[config.mk]
export PLATFORM = sky130hd
export DESIGN_NAME = sai_rx
export DESIGN_NICKNAME = d
export VERILOG_FILES = /design/src/rtl/sai_rx_pkg.sv /design/src/rtl/sai_rx_sync.sv /design/src/rtl/sai_rx_edge.sv /design/src/rtl/sai_rx_shifter.sv /design/src/rtl/sai_rx_commit.sv /design/src/rtl/sai_rx.sv
export SDC_FILE = /design/constraint.sdc
export NUM_CORES = 1
export LEC_CHECK = 0
export BUFFER_PORTS_ARGS = -buffer_cell sky130_fd_sc_hd__clkbuf_2
export CAP_MARGIN = 30
export CORE_UTILIZATION = 49
export DETAILED_ROUTE_END_ITERATION = 16
export HOLD_SLACK_MARGIN = 0.03
export PLACE_DENSITY = 0.74
export SYNTH_ARGS = -nofsm -noshare
export SYNTH_HDL_FRONTEND = slang
export SYNTH_SLANG_ARGS = --single-unit
[constraint.sdc]
create_clock -name clk_i -period 1.3 [get_ports clk_i]
set_clock_uncertainty 0.2 [all_clocks]
set_input_delay 0.13 -clock clk_i [delete_from_list [all_inputs] [get_ports clk_i]]
set_output_delay 0.13 -clock clk_i [all_outputs]
set_load 0.02 [all_outputs]
[src/rtl/sai_rx_pkg.sv]
package sai_rx_pkg;
  localparam int unsigned WORD_W      = 16;
  localparam int unsigned SYNC_STAGES = 2;

  typedef struct packed {
    logic bclk;
    logic wclk;
    logic sdata;
  } line_t;

  localparam int unsigned LINE_W = $bits(line_t);
endpackage

[src/rtl/sai_rx_sync.sv]
module sai_rx_sync #(
  parameter int unsigned W      = 1,
  parameter int unsigned STAGES = 2
) (
  input  logic         clk_i,
  input  logic         rst_ni,
  input  logic [W-1:0] d_i,
  output logic [W-1:0] q_o
);
  logic [STAGES-1:0][W-1:0] stage_q;

  generate
    if (STAGES == 1) begin : g_single
      always_ff @(posedge clk_i or negedge rst_ni)
        if (!rst_ni) stage_q <= '0;
        else         stage_q <= d_i;
    end else begin : g_chain
      always_ff @(posedge clk_i or negedge rst_ni)
        if (!rst_ni) stage_q <= '0;
        else         stage_q <= {stage_q[STAGES-2:0], d_i};
    end
  endgenerate

  assign q_o = stage_q[STAGES-1];
endmodule

[src/rtl/sai_rx_edge.sv]
module sai_rx_edge (
  input  logic clk_i,
  input  logic rst_ni,
  input  logic bclk_s_i,
  input  logic wclk_s_i,
  output logic bit_rise_o,
  output logic left_commit_o,
  output logic right_commit_o
);
  logic bclk_q, wclk_q;

  always_ff @(posedge clk_i or negedge rst_ni) begin
    if (!rst_ni) begin
      bclk_q <= 1'b0;
      wclk_q <= 1'b0;
    end else begin
      bclk_q <= bclk_s_i;
      wclk_q <= wclk_s_i;
    end
  end

  assign bit_rise_o     = bclk_s_i & ~bclk_q;
  // low half (left) ends on a rising word clock
  assign left_commit_o  =  wclk_s_i & ~wclk_q;
  assign right_commit_o = ~wclk_s_i &  wclk_q;


  right_after_high_chk: assert property (@(posedge clk_i) disable iff (!rst_ni)
    right_commit_o |-> $past(wclk_s_i));
endmodule

[src/rtl/sai_rx_shifter.sv]
module sai_rx_shifter #(
  parameter int unsigned W = 16
) (
  input  logic         clk_i,
  input  logic         rst_ni,
  input  logic         shift_en_i,
  input  logic         bit_i,
  output logic [W-1:0] word_o
);
  always_ff @(posedge clk_i or negedge rst_ni) begin
    if (!rst_ni)         word_o <= '0;
    else if (shift_en_i) word_o <= {word_o[W-2:0], bit_i};
  end


  shift_in_chk: assert property (@(posedge clk_i) disable iff (!rst_ni)
    shift_en_i |=> (word_o[0] == $past(bit_i)));

  shift_hold_chk: assert property (@(posedge clk_i) disable iff (!rst_ni)
    !shift_en_i |=> $stable(word_o));
endmodule

[src/rtl/sai_rx_commit.sv]
module sai_rx_commit #(
  parameter int unsigned W = 16
) (
  input  logic         clk_i,
  input  logic         rst_ni,
  input  logic [W-1:0] word_i,
  input  logic         left_commit_i,
  input  logic         right_commit_i,
  output logic [W-1:0] left_o,
  output logic [W-1:0] right_o,
  output logic         frame_valid_o
);
  always_ff @(posedge clk_i or negedge rst_ni) begin
    if (!rst_ni) begin
      left_o        <= '0;
      right_o       <= '0;
      frame_valid_o <= 1'b0;
    end else begin
      if (left_commit_i)  left_o  <= word_i;
      if (right_commit_i) right_o <= word_i;
      frame_valid_o <= right_commit_i;
    end
  end


  fv_pulse_chk: assert property (@(posedge clk_i) disable iff (!rst_ni)
    frame_valid_o |=> !frame_valid_o);

  fv_cause_chk: assert property (@(posedge clk_i) disable iff (!rst_ni)
    frame_valid_o |-> $past(right_commit_i));

  right_hold_chk: assert property (@(posedge clk_i) disable iff (!rst_ni)
    (right_o != $past(right_o)) |-> frame_valid_o);

  left_hold_chk: assert property (@(posedge clk_i) disable iff (!rst_ni)
    (left_o != $past(left_o)) |-> $past(left_commit_i));
endmodule

[src/rtl/sai_rx.sv]
module sai_rx
  import sai_rx_pkg::*;
#(
  parameter int unsigned WORD_W_P = sai_rx_pkg::WORD_W,
  parameter int unsigned STAGES_P = sai_rx_pkg::SYNC_STAGES
) (
  input  logic                clk_i,
  input  logic                rst_ni,
  input  logic                bclk_i,
  input  logic                wclk_i,
  input  logic                sdata_i,
  output logic [WORD_W_P-1:0] left_o,
  output logic [WORD_W_P-1:0] right_o,
  output logic                frame_valid_o
);
  line_t               line_raw, line_s;
  logic                bit_rise, left_commit, right_commit;
  logic [WORD_W_P-1:0] shreg;

  assign line_raw = '{bclk: bclk_i, wclk: wclk_i, sdata: sdata_i};

  // data travels with the clocks so alignment is kept
  sai_rx_sync #(.W(LINE_W), .STAGES(STAGES_P)) sync_i (
    .clk_i (clk_i),
    .rst_ni(rst_ni),
    .d_i   (line_raw),
    .q_o   (line_s)
  );

  sai_rx_edge edge_i (
    .clk_i         (clk_i),
    .rst_ni        (rst_ni),
    .bclk_s_i      (line_s.bclk),
    .wclk_s_i      (line_s.wclk),
    .bit_rise_o    (bit_rise),
    .left_commit_o (left_commit),
    .right_commit_o(right_commit)
  );

  sai_rx_shifter #(.W(WORD_W_P)) shift_i (
    .clk_i     (clk_i),
    .rst_ni    (rst_ni),
    .shift_en_i(bit_rise),
    .bit_i     (line_s.sdata),
    .word_o    (shreg)
  );

  sai_rx_commit #(.W(WORD_W_P)) commit_i (
    .clk_i         (clk_i),
    .rst_ni        (rst_ni),
    .word_i        (shreg),
    .left_commit_i (left_commit),
    .right_commit_i(right_commit),
    .left_o        (left_o),
    .right_o       (right_o),
    .frame_valid_o (frame_valid_o)
  );


  fv_no_left_chk: assert property (@(posedge clk_i) disable iff (!rst_ni)
    frame_valid_o |-> !line_s.wclk);
endmodule

# Word-level counts from Yosys, hierarchy flattened
# Index checks and enable logic that the tools add are counted.
totals:
  inputBits: 5
  regBits: 57
  wordCells: 14
classes:
  bitwise_logic: 6
op_table:
  columns: ["operator", "n"]
  rows:
  - ["$and 1x1->1", 3]
  - ["$not 1->1", 3]

# Depth between registers and ports, before layout
# Gate-level depths: netlist of run 1.
depth:
  word_depth: 2
  depth_mapped: 4
  depth_no_buf: 2

# Cells and area by module
# Synthesis of run 1 repeated with hierarchy kept, for this count alone.
unflattened:
  hier_cells: 117
  hier_area_um2: 2217.1
modules_own_cells:
  columns: ["mod", "area_each_um2", "cells_per_inst", "n_inst"]
  rows:
  - ["sai_rx_commit", 1323.8, 69, 1]
  - ["sai_rx_shifter", 649.4, 34, 1]
  - ["sai_rx_sync", 172.7, 9, 1]
  - ["sai_rx_edge", 71.3, 5, 1]

# Worst setup path before layout of run 1
# Ideal clock, no wire load.
synth_timing:
  kind: "register to register"
  startpoint: "register sync_i.stage_q (netlist bit sync_i.q_o[1])"
  endpoint: "register commit_i.right_o[10]"
  setup_slack_ns: -0.087
  required_ns: 0.975
  stages_incl_launch_ff: 5
  arrival_ns: 1.062
  period_less_slack_ns: 1.387
  path_cell_list: "dfrtp_1 -> nand2b_1 -> buf_6 -> buf_12 -> mux2_4"
synth_between:
  elab_chain_len: 2
synth_lines:
  columns: ["element", "line_no", "source"]
  rows:
  - ["start, declared", "sai_rx_sync.sv:10", "logic [STAGES-1:0][W-1:0] stage_q;"]
  - ["start signal, assigned", "sai_rx_sync.sv:20", "else stage_q <= {stage_q[STAGES-2:0], d_i};"]
  - ["$not 1->1", "sai_rx_edge.sv:25", "assign right_commit_o = ~wclk_s_i & wclk_q;"]
  - ["$and 1x1->1", "sai_rx_edge.sv:25", null]
  - ["end signal, assigned", "sai_rx_commit.sv:20", "if (right_commit_i) right_o <= word_i;"]
  - ["end, declared", "sai_rx_commit.sv:10", "output logic [W-1:0] right_o,"]
# Every way passes these cells.
# A chain may end at the register's enable or synchronous reset.

# Worst setup path in the final report of run 1
layout_timing:
  startpoint: "register sync_i.stage_q (netlist bit sync_i.q_o[1])"
  endpoint: "register commit_i.right_o[8]"
# The elaborated chain is that of the path after synthesis.

==> results of run 1 <==
-- tightest hold or removal path: cells and delay by family --
family	cells	cell delay [ns]
buffers and inverters	3	0.91
-- final cells by class --
| cell class | count | area (sq um) |
|---|---|---|
| flip-flops and latches | 57 | 1430 |
| fillers | 292 | 1300 |
| repair buffers | 49 | 349 |
| clock inverters | 6 | 82.6 |
| clock buffers | 10 | 128 |
| well taps | 50 | 62.6 |
| multi-input cells | 51 | 762 |
| inverters | 1 | 3.75 |
-- metrics by stage --
step | setup TNS (ns) | power [W] | util (%) | area (sq um) | instances
after detailed placement | -1.89 | 0.00477 | 58.5 | 2410 | 203
after CTS | -1.79 | 0.00674 | 67.6 | 2780 | 224
final | -2.63 | 0.00672 | 68.4 | 2810 | 224
after global routing | -4.20 | 0.00712 | 68.4 | 2810 | 224
after floorplan | -2.18 | 0.00412 | - | 2170 | 115
after global placement | -1.29 | 0.00469 | 58.5 | 2410 | 203
-- layer usage --
layer  vias up  routed length (um)  global-route usage, %
li1        506                   -                      -
met1       567                1640                   22.5
met2        36                1740                   27.5
met3         3                 163                   9.00
met4         0                  34                   7.55
met5         -                   0                      0
-- worst min path at each step --
stage,startpoint,end,slack [ns]
after floorplan,rst_ni,commit_i.frame_valid_o,-0.37
after global placement,rst_ni,commit_i.left_o[7],-0.05
after detailed placement,rst_ni,commit_i.left_o[6],-0.04
after CTS,rst_ni,commit_i.right_o[5],0.14
after global routing,sync_i.stage_q[0],sync_i.q_o[0],0.15
final,rst_ni,commit_i.right_o[8],0.15
-- synth_stat cells (all sizes together) --
cell | instances | area [sq um]
inv | 1 | 3.75
buf | 6 | 85.1
nand2b | 2 | 12.5
mux2 | 48 | 612
dfrtp | 57 | 1430
nor2b | 1 | 6.26
-- cells by family (layout without fill, tap and decap cells) --
group,Yosys count,in the layout
buffers and inverters,7,66
flip-flops,57,57
AND/OR/NAND/NOR,3,3
multiplexers,48,48
-- what timing repair did --
item	4_1_cts	5_1_grt
gates cloned	1	0
gates resized for setup	30	8
hold buffers	4	0
endpoints found under the hold margin	60	0
setup endpoints to repair	47	48
-- power breakdown --
part / switching (W) / internal, W
Clock: 0.000669 / 0.00107
Sequential: 0.000477 / 0.00241
Combinational: 0.000928 / 0.00116
-- flip-flops by register name (all words and copies together) (netlist names) --
register / count
edge_i.wclk_q: 1
sync_i.q_o: 3
commit_i.right_o: 16
commit_i.frame_valid_o: 1
edge_i.bclk_q: 1
sync_i.stage_q: 3
shift_i.word_o: 16
commit_i.left_o: 16
==> results.md, run 1 <==
- Crit path cell chain: nand2b_4 > buf_12 > mux2_4
- Worst EP arrival: 1.40 ns
- Worst Tran Pin Value: 0.287 ns
- Lkg Pwr: 1.49 nW
- CP Max Fanout: 10
- Crit-path slowest cell: dfrtp_1
- Fmax: 0.719 GHz
- First-pass GRT wire length: 5.74 mm
- Fraction of layout instances using a drive strength above 1: 63.8%
- Global route total overflow: 0
- Std-Cell Core Area: 4120 sq um
- YS warnings: 0
- Final HPWL DP: 2.16 mm
- Crit path capture type: register
- Initial DRC Count: 90
- Syn Nets: 120
- Die extent in x: 68.2 um
- Vias post-DR: 1112
- RePlAce Congestion: 0.692
- Nets: 174
- WS Path Type: register to register
- Initial antenna violation count: 0
- Drt drc: 0
- Synth cell types: 8
- WHS: 0.146 ns
- I/O Buffers: 37
- CTS HTree Levels: 3
- Vias in the first global route: 1139
- CTS tree: built
- Clk buf depth: 2
- Mux cell area share after synthesis: 28.5%
- Violated checks: negative setup slack
- Die Ht: 68.2 um
- CP Launch Type: register
- Max-capacitance violation count: 0
- DR WL/cell: 16.0 um
- Peak VDD IR: 1.12 mV
- I/O pin total: 38
- Clk sinks: 57
- FF-to-FF Start: sync_i.q_o[1]
- Setup bufs post-CTS: 0
- Status: finished, violations left
- Worst Setup EP: commit_i.right_o[8]
- Worst setup path start: sync_i.q_o[1]
- Fin. Hold Viols: 0
- Clock root buffer: clkbuf_8
- Worst hold path type: primary input to asynchronous set/reset pin
- Cells after synthesis: 115
- Final setup violation count: 48
- Crit. path cell count: 3
- N_diodes: 0
- Post-synthesis adder-cell area fraction: 0%
- Area delta synth->final: 31.1%
- Tot GR Track Use: 18.3%
- Setup WS post-layout: -0.0913 ns
- Initial Utilization: 52.1%
- Period utilization: 107%
- Vias/cell: 4.96
- CTS Buf Count: 9
- Clock Pin Slew Worst Setup and Hold Paths: 0.06 ns
- Area of the die: 4650 sq um
- Top Family by Delay on Critical Path: flip-flops
- Synth Area in XOR/XNOR: 0%
- Post-synthesis simple-gate area fraction: 0.875%
- Clock latency on the worst-skew pair: 0.33 ns
- ANT nets after route: 0
- Rel. slew slack: 80.9%
- Largest family of logic cells by synthesized area: multiplexers
- FF-to-FF End: commit_i.right_o[8]
- DRT Pass-1 Iters: 4
- Final min period: 1.39 ns
- Pwr Density: 2390 nW/um^2
- Post-synthesis sequential area ratio: 66.5%
- Routed WL: 3.58 mm
- Post-synthesis compound-gate area fraction: 0%
- Mean Syn Cell Area: 18.7 sq um
- Worst Reg-to-Reg Cells: 3
- Most common cell after layout, fill and taps aside: dfrtp_1
- Largest stage delay on the critical path: 0.43 ns
- Unrepaired setup endpoints after global routing: true
- Synthesized flop and latch total: 57
- Crit path buffers/inverters: 1
- # rows: 23
- Largest net degree at the start of global routing: 58
- Commonest non-fill, non-tap cells in the layout: dfrtp_1 (57), mux2_4 (48), clkbuf_2 (37)
- Final slew viol count: 0
- Cell Area, Synth: 2150 sq um
- Required @ worst endpoint: 1.31 ns
- FF-to-FF setup slack: -0.09 ns
- Pre-CTS setup slack: -0.0651 ns
Power figures use the tool's default switching activity.
==> inputs of run 2 (changes only) <==
--- a/config.mk
+++ b/config.mk
@@ -11,6 +11,7 @@
 export DETAILED_ROUTE_END_ITERATION = 16
 export HOLD_SLACK_MARGIN = 0.03
 export PLACE_DENSITY = 0.74
+export SKIP_LAST_GASP = 1
 export SYNTH_ARGS = -nofsm -noshare
 export SYNTH_HDL_FRONTEND = slang
 export SYNTH_SLANG_ARGS = --single-unit
==> constraint.sdc (replaced) <==
create_clock -name clk_i -period 1.3 [get_ports clk_i]
set_clock_uncertainty 0.2 [all_clocks]
set_input_delay 0 -clock clk_i [delete_from_list [all_inputs] [get_ports clk_i]]
set_output_delay 0 -clock clk_i [all_outputs]
set_load 0.02 [all_outputs]
==> results.md, run 2 (synthesized netlist as in run 1, its figures left out) <==
- Status: finished, violations left
- Violated checks: negative setup slack
- Largest net degree at the start of global routing: 58
- Worst Tran Pin Value: 0.252 ns
- CTS Buf Count: 9
- Vias in the first global route: 1145
- Fin. Hold Viols: 0
- CTS HTree Levels: 3
- Fraction of layout instances using a drive strength above 1: 63.6%
- WS Path Type: register to register
- Clock power share: 25.8%
- DR WL/cell: 16.4 um
- Cell area after layout: 2850 sq um
- Total power: 0.00674 W
- # placed instances: 203
- I/O Buffers: 37
- Switching portion of total power: 30.9%
- Peak VDD IR: 1.12 mV
- Initial antenna violation count: 0
- Clock root buffer: clkbuf_8
- Worst EP arrival: 1.39 ns
- Setup WS post-layout: -0.0873 ns
- Final setup violation count: 48
- Rel. slew slack: 83.2%
- Crit path capture type: register
- Vias post-DR: 1122
- ANT nets after route: 0
- Psw: 0.00208 W
- Die extent in x: 68.2 um
- WHS: 0.120 ns
- Area of the die: 4650 sq um
- Fmax: 0.721 GHz
- Max-capacitance violation count: 0
- Nets: 176
- Int Power: 0.00465 W
- DRT Pass-1 Iters: 4
- Worst hold path type: primary input to register
- Required @ worst endpoint: 1.31 ns
- TNS Setup: -2.64 ns
- CP Max Fanout: 10
- # rows: 23
- Final min period: 1.39 ns
- Clock Pin Slew Worst Setup and Hold Paths: 0.06 ns
- Sequential share of power: 42.9%
- Global route total overflow: 0
- Clk sinks: 57
- Gate power share: 31.2%
- Clock latency on the worst-skew pair: 0.33 ns
- CTS tree: built
- Post-DP Area: 2410 sq um
- Commonest non-fill, non-tap cells in the layout: dfrtp_1 (57), mux2_4 (48), clkbuf_2 (37)
- CP Launch Type: register
- First-pass GRT wire length: 5.76 mm
- Period utilization: 107%
- Initial DRC Count: 56
- Lkg Pwr: 1.50 nW
- Most common cell after layout, fill and taps aside: dfrtp_1
- Area delta synth->final: 32.8%
- Die Ht: 68.2 um
- Final slew viol count: 0
- Unrepaired setup endpoints after global routing: true
- Initial Utilization: 52.1%
- FF-to-FF setup slack: -0.09 ns
- Vias/cell: 4.96
- Pwr Density: 2360 nW/um^2
- N_diodes: 0
- Final HPWL DP: 2.16 mm
- Drt drc: 0
- Tot GR Track Use: 18.4%
- RePlAce Congestion: 0.692
- Routed WL: 3.70 mm
- Clk buf depth: 2
- Std-Cell Core Area: 4120 sq um
- I/O pin total: 38
- Post-route insts no fill: 226
- Top Registers: commit_i.left_o: 16 flops, commit_i.right_o: 16 flops, shift_i.word_o: 16 flops
## run 2: changes by cell type in the layout (fill, tap and decap cells not counted)
cell	before	now
clkbuf_16	0	1
dlygate4sd3_1	4	5
## run 2: routing by layer
metal / vias up / wire length, um / GRT usage (%)
li1: 510 / - / -
met1: 573 / 1680 / 22.5
met2: 36 / 1820 / 27.7
met3: 3 / 160 / 9.00
met4: 0 / 34 / 7.55
met5: - / 0 / 0
## run 2: cell type report
| class | instances | area (sq um) |
|---|---|---|
| repair buffers | 51 | 384 |
| multi-input cells | 51 | 762 |
| clock inverters | 6 | 82.6 |
| inverters | 1 | 3.75 |
| fillers | 288 | 1270 |
| well taps | 50 | 62.6 |
| clock buffers | 10 | 128 |
| flip-flops and latches | 57 | 1430 |
## run 2: timing repair
item | CTS | global route
hold buffers | 5 | 0
resized for setup | 30 | 11
cloned | 1 | 1
hold endpoints to repair | 60 | 0
setup endpoints to repair | 47 | 85
setup buffers | 0 | 0
## run 2: final timing paths
path,startpoint,endpoint,depth (start not counted)
max,sync_i.q_o[1],commit_i.right_o[6],3
min,wclk_i,sync_i.stage_q[1],2
min in group asynchronous,rst_ni,commit_i.right_o[5],4
max in group asynchronous,rst_ni,edge_i.wclk_q,4
min reg2reg,sync_i.stage_q[1],sync_i.q_o[1],0
max reg2reg,sync_i.q_o[1],commit_i.right_o[6],3
## run 2: per-stage QoR
step / util, % / worst slack [ns]
2_1_floorplan: - / -0.0869
3_3_place_gp: 58.5 / -0.0515
3_5_place_dp: 58.5 / -0.0651
4_1_cts: 67.9 / -0.0554
5_1_grt: 69.2 / -0.121
6_report: 69.2 / -0.0873
## run 2: worst max-delay path, stage by stage (launching register included)
cell and delay, ns:
dfrtp_1 0.43, nand2b_4 0.19, buf_12 0.15, mux2_4 0.29
## run 2: power groups by stage
stage | combinational [W] | clock [W] | sequential [W]
floorplan | 0.000825 | 0 | 0.00330
global placement | 0.00185 | 0 | 0.00284
detailed placement | 0.00188 | 0 | 0.00289
CTS | 0.00207 | 0.00179 | 0.00288
global route | 0.00226 | 0.00188 | 0.00299
finish | 0.00210 | 0.00174 | 0.00289
==> inputs of run 3 (changes only) <==
--- a/config.mk
+++ b/config.mk
@@ -7,11 +7,12 @@
 export LEC_CHECK = 0
 export BUFFER_PORTS_ARGS = -buffer_cell sky130_fd_sc_hd__clkbuf_2
 export CAP_MARGIN = 30
-export CORE_UTILIZATION = 49
+export CORE_UTILIZATION = 50
 export DETAILED_ROUTE_END_ITERATION = 16
 export HOLD_SLACK_MARGIN = 0.03
-export PLACE_DENSITY = 0.74
+export PLACE_DENSITY = 0.73
 export SKIP_LAST_GASP = 1
 export SYNTH_ARGS = -nofsm -noshare
 export SYNTH_HDL_FRONTEND = slang
 export SYNTH_SLANG_ARGS = --single-unit
+export TNS_END_PERCENT = 1
==> constraint.sdc (replaced) <==
create_clock -name clk_i -period 1.45 [get_ports clk_i]
set_clock_uncertainty 0.2 [all_clocks]
set_input_delay 0 -clock clk_i [delete_from_list [all_inputs] [get_ports clk_i]]
set_output_delay 0 -clock clk_i [all_outputs]
set_load 0.02 [all_outputs]
==> results.md, run 3 (synthesized netlist as in run 1, its figures left out) <==
- Status: completed
- # rows: 23
- Post-CTS sizing: 0
- DR WL/cell: 15.0 um
- TNS Setup: 0 ns
- Clock Pin Slew Worst Setup and Hold Paths: 0.06 ns
- Routed WL: 3.37 mm
- Worst Tran Pin Value: 0.292 ns
- Tot GR Track Use: 17.7%
- First-pass GRT wire length: 5.44 mm
- Die Ht: 67.5 um
- CTS Hold Bufs: 5
- I/O pin total: 38
- Max-capacitance violation count: 0
- Unrepaired setup endpoints after global routing: false
- Worst hold path type: primary input to register
- Largest net degree at the start of global routing: 58
- Period utilization: 95.7%
- Nets: 174
- Pwr Density: 2200 nW/um^2
- DRT Pass-1 Iters: 4
- Final setup violation count: 0
- Clock root buffer: clkbuf_8
- Setup bufs post-CTS: 0
- N_diodes: 0
- # placed instances: 203
- Required @ worst endpoint: 1.46 ns
- Area of the die: 4560 sq um
- Clk buf depth: 2
- Drt drc: 0
- WS Path Type: register to register
- Fin. Hold Viols: 0
- CP Launch Type: register
- Final slew viol count: 0
- RePlAce Congestion: 0.703
- Commonest non-fill, non-tap cells in the layout: dfrtp_1 (57), clkbuf_2 (37), mux2_2 (29)
- Top Registers: commit_i.left_o: 16 flops, commit_i.right_o: 16 flops, shift_i.word_o: 16 flops
- CTS Buf Count: 9
- I/O Buffers: 37
- Post-DP Area: 2390 sq um
- CTS tree: built
- Lkg Pwr: 1.36 nW
- Vias/cell: 5.01
- Cell area after layout: 2670 sq um
- Fmax: 0.720 GHz
- Clock latency on the worst-skew pair: 0.33 ns
- Initial DRC Count: 41
- Initial Utilization: 52.9%
- Crit path capture type: register
- Peak VDD IR: 0.899 mV
- Total power: 0.00587 W
- Worst EP arrival: 1.40 ns
- ANT nets after route: 0
- Fraction of layout instances using a drive strength above 1: 62.1%
- Final HPWL DP: 2.24 mm
- Die extent in x: 67.5 um
- Area delta synth->final: 24.2%
- Most common cell after layout, fill and taps aside: dfrtp_1
- Clk sinks: 57
- Std-Cell Core Area: 4060 sq um
- Initial antenna violation count: 0
- Final min period: 1.39 ns
- CP Max Fanout: 10
- CTS HTree Levels: 3
- Vias post-DR: 1123
- Global route total overflow: 0
- FILL cells: 298
- Post-route insts no fill: 224
- Vias in the first global route: 1142
- Rel. slew slack: 80.5%
## run 3: final timing paths
path                                   startpoint                    to  slack (ns)  cells after the start
worst max-delay path                sync_i.q_o[1]  commit_i.right_o[13]        0.06                      3
worst min-delay path                       wclk_i     sync_i.stage_q[1]        0.11                      2
worst max register to register      sync_i.q_o[1]  commit_i.right_o[13]        0.06                      3
worst min register to register  sync_i.stage_q[1]         sync_i.q_o[1]        0.16                      0
max in group asynchronous                  rst_ni     shift_i.word_o[2]        0.23                      4
min in group asynchronous                  rst_ni  commit_i.right_o[14]        0.58                      4
## run 3: critical path, cell delays in order, from the launching register on
cell      delay, ns
dfrtp_1        0.40
nand2b_1       0.16
buf_4          0.20
mux2_4         0.31
## run 3: cell type report
| type | instances | area [sq um] | share of cell area [%] |
|---|---|---|---|
| repair buffers | 49 | 313 | 11.7 |
| inverters | 1 | 3.75 | 0.141 |
| multi-input cells | 51 | 631 | 23.7 |
| flip-flops and latches | 57 | 1430 | 53.5 |
| clock inverters | 5 | 77.6 | 2.91 |
| well taps | 50 | 62.6 | 2.35 |
| clock buffers | 11 | 151 | 5.68 |
## run 3: per-layer routing
| layer | vias up | global-route usage (%) | share of wire, % |
|---|---|---|---|
| li1 | 506 | - | - |
| met1 | 579 | 20.8 | 45 |
| met2 | 35 | 26.9 | 49 |
| met3 | 3 | 8.11 | 4.8 |
| met4 | 0 | 9.57 | 1.5 |
| met5 | - | 0 | 0 |
## run 3: metrics by stage
step	hold slack [ns]	util, %	setup slack [ns]
floorplan	-0.496	-	0.0631
global placement	-0.180	58.8	0.0965
detailed placement	-0.173	58.8	0.0491
CTS	0.0935	65.7	0.0433
global route	0.0972	65.7	0.0117
finish	0.111	65.7	0.0619
## run 3: power by group
| group | internal [W] | switching [W] |
|---|---|---|
| logic | 0.000841 | 0.000808 |
| clock network | 0.00105 | 0.000603 |
| registers | 0.00216 | 0.000401 |
| total | 0.00406 | 0.00181 |
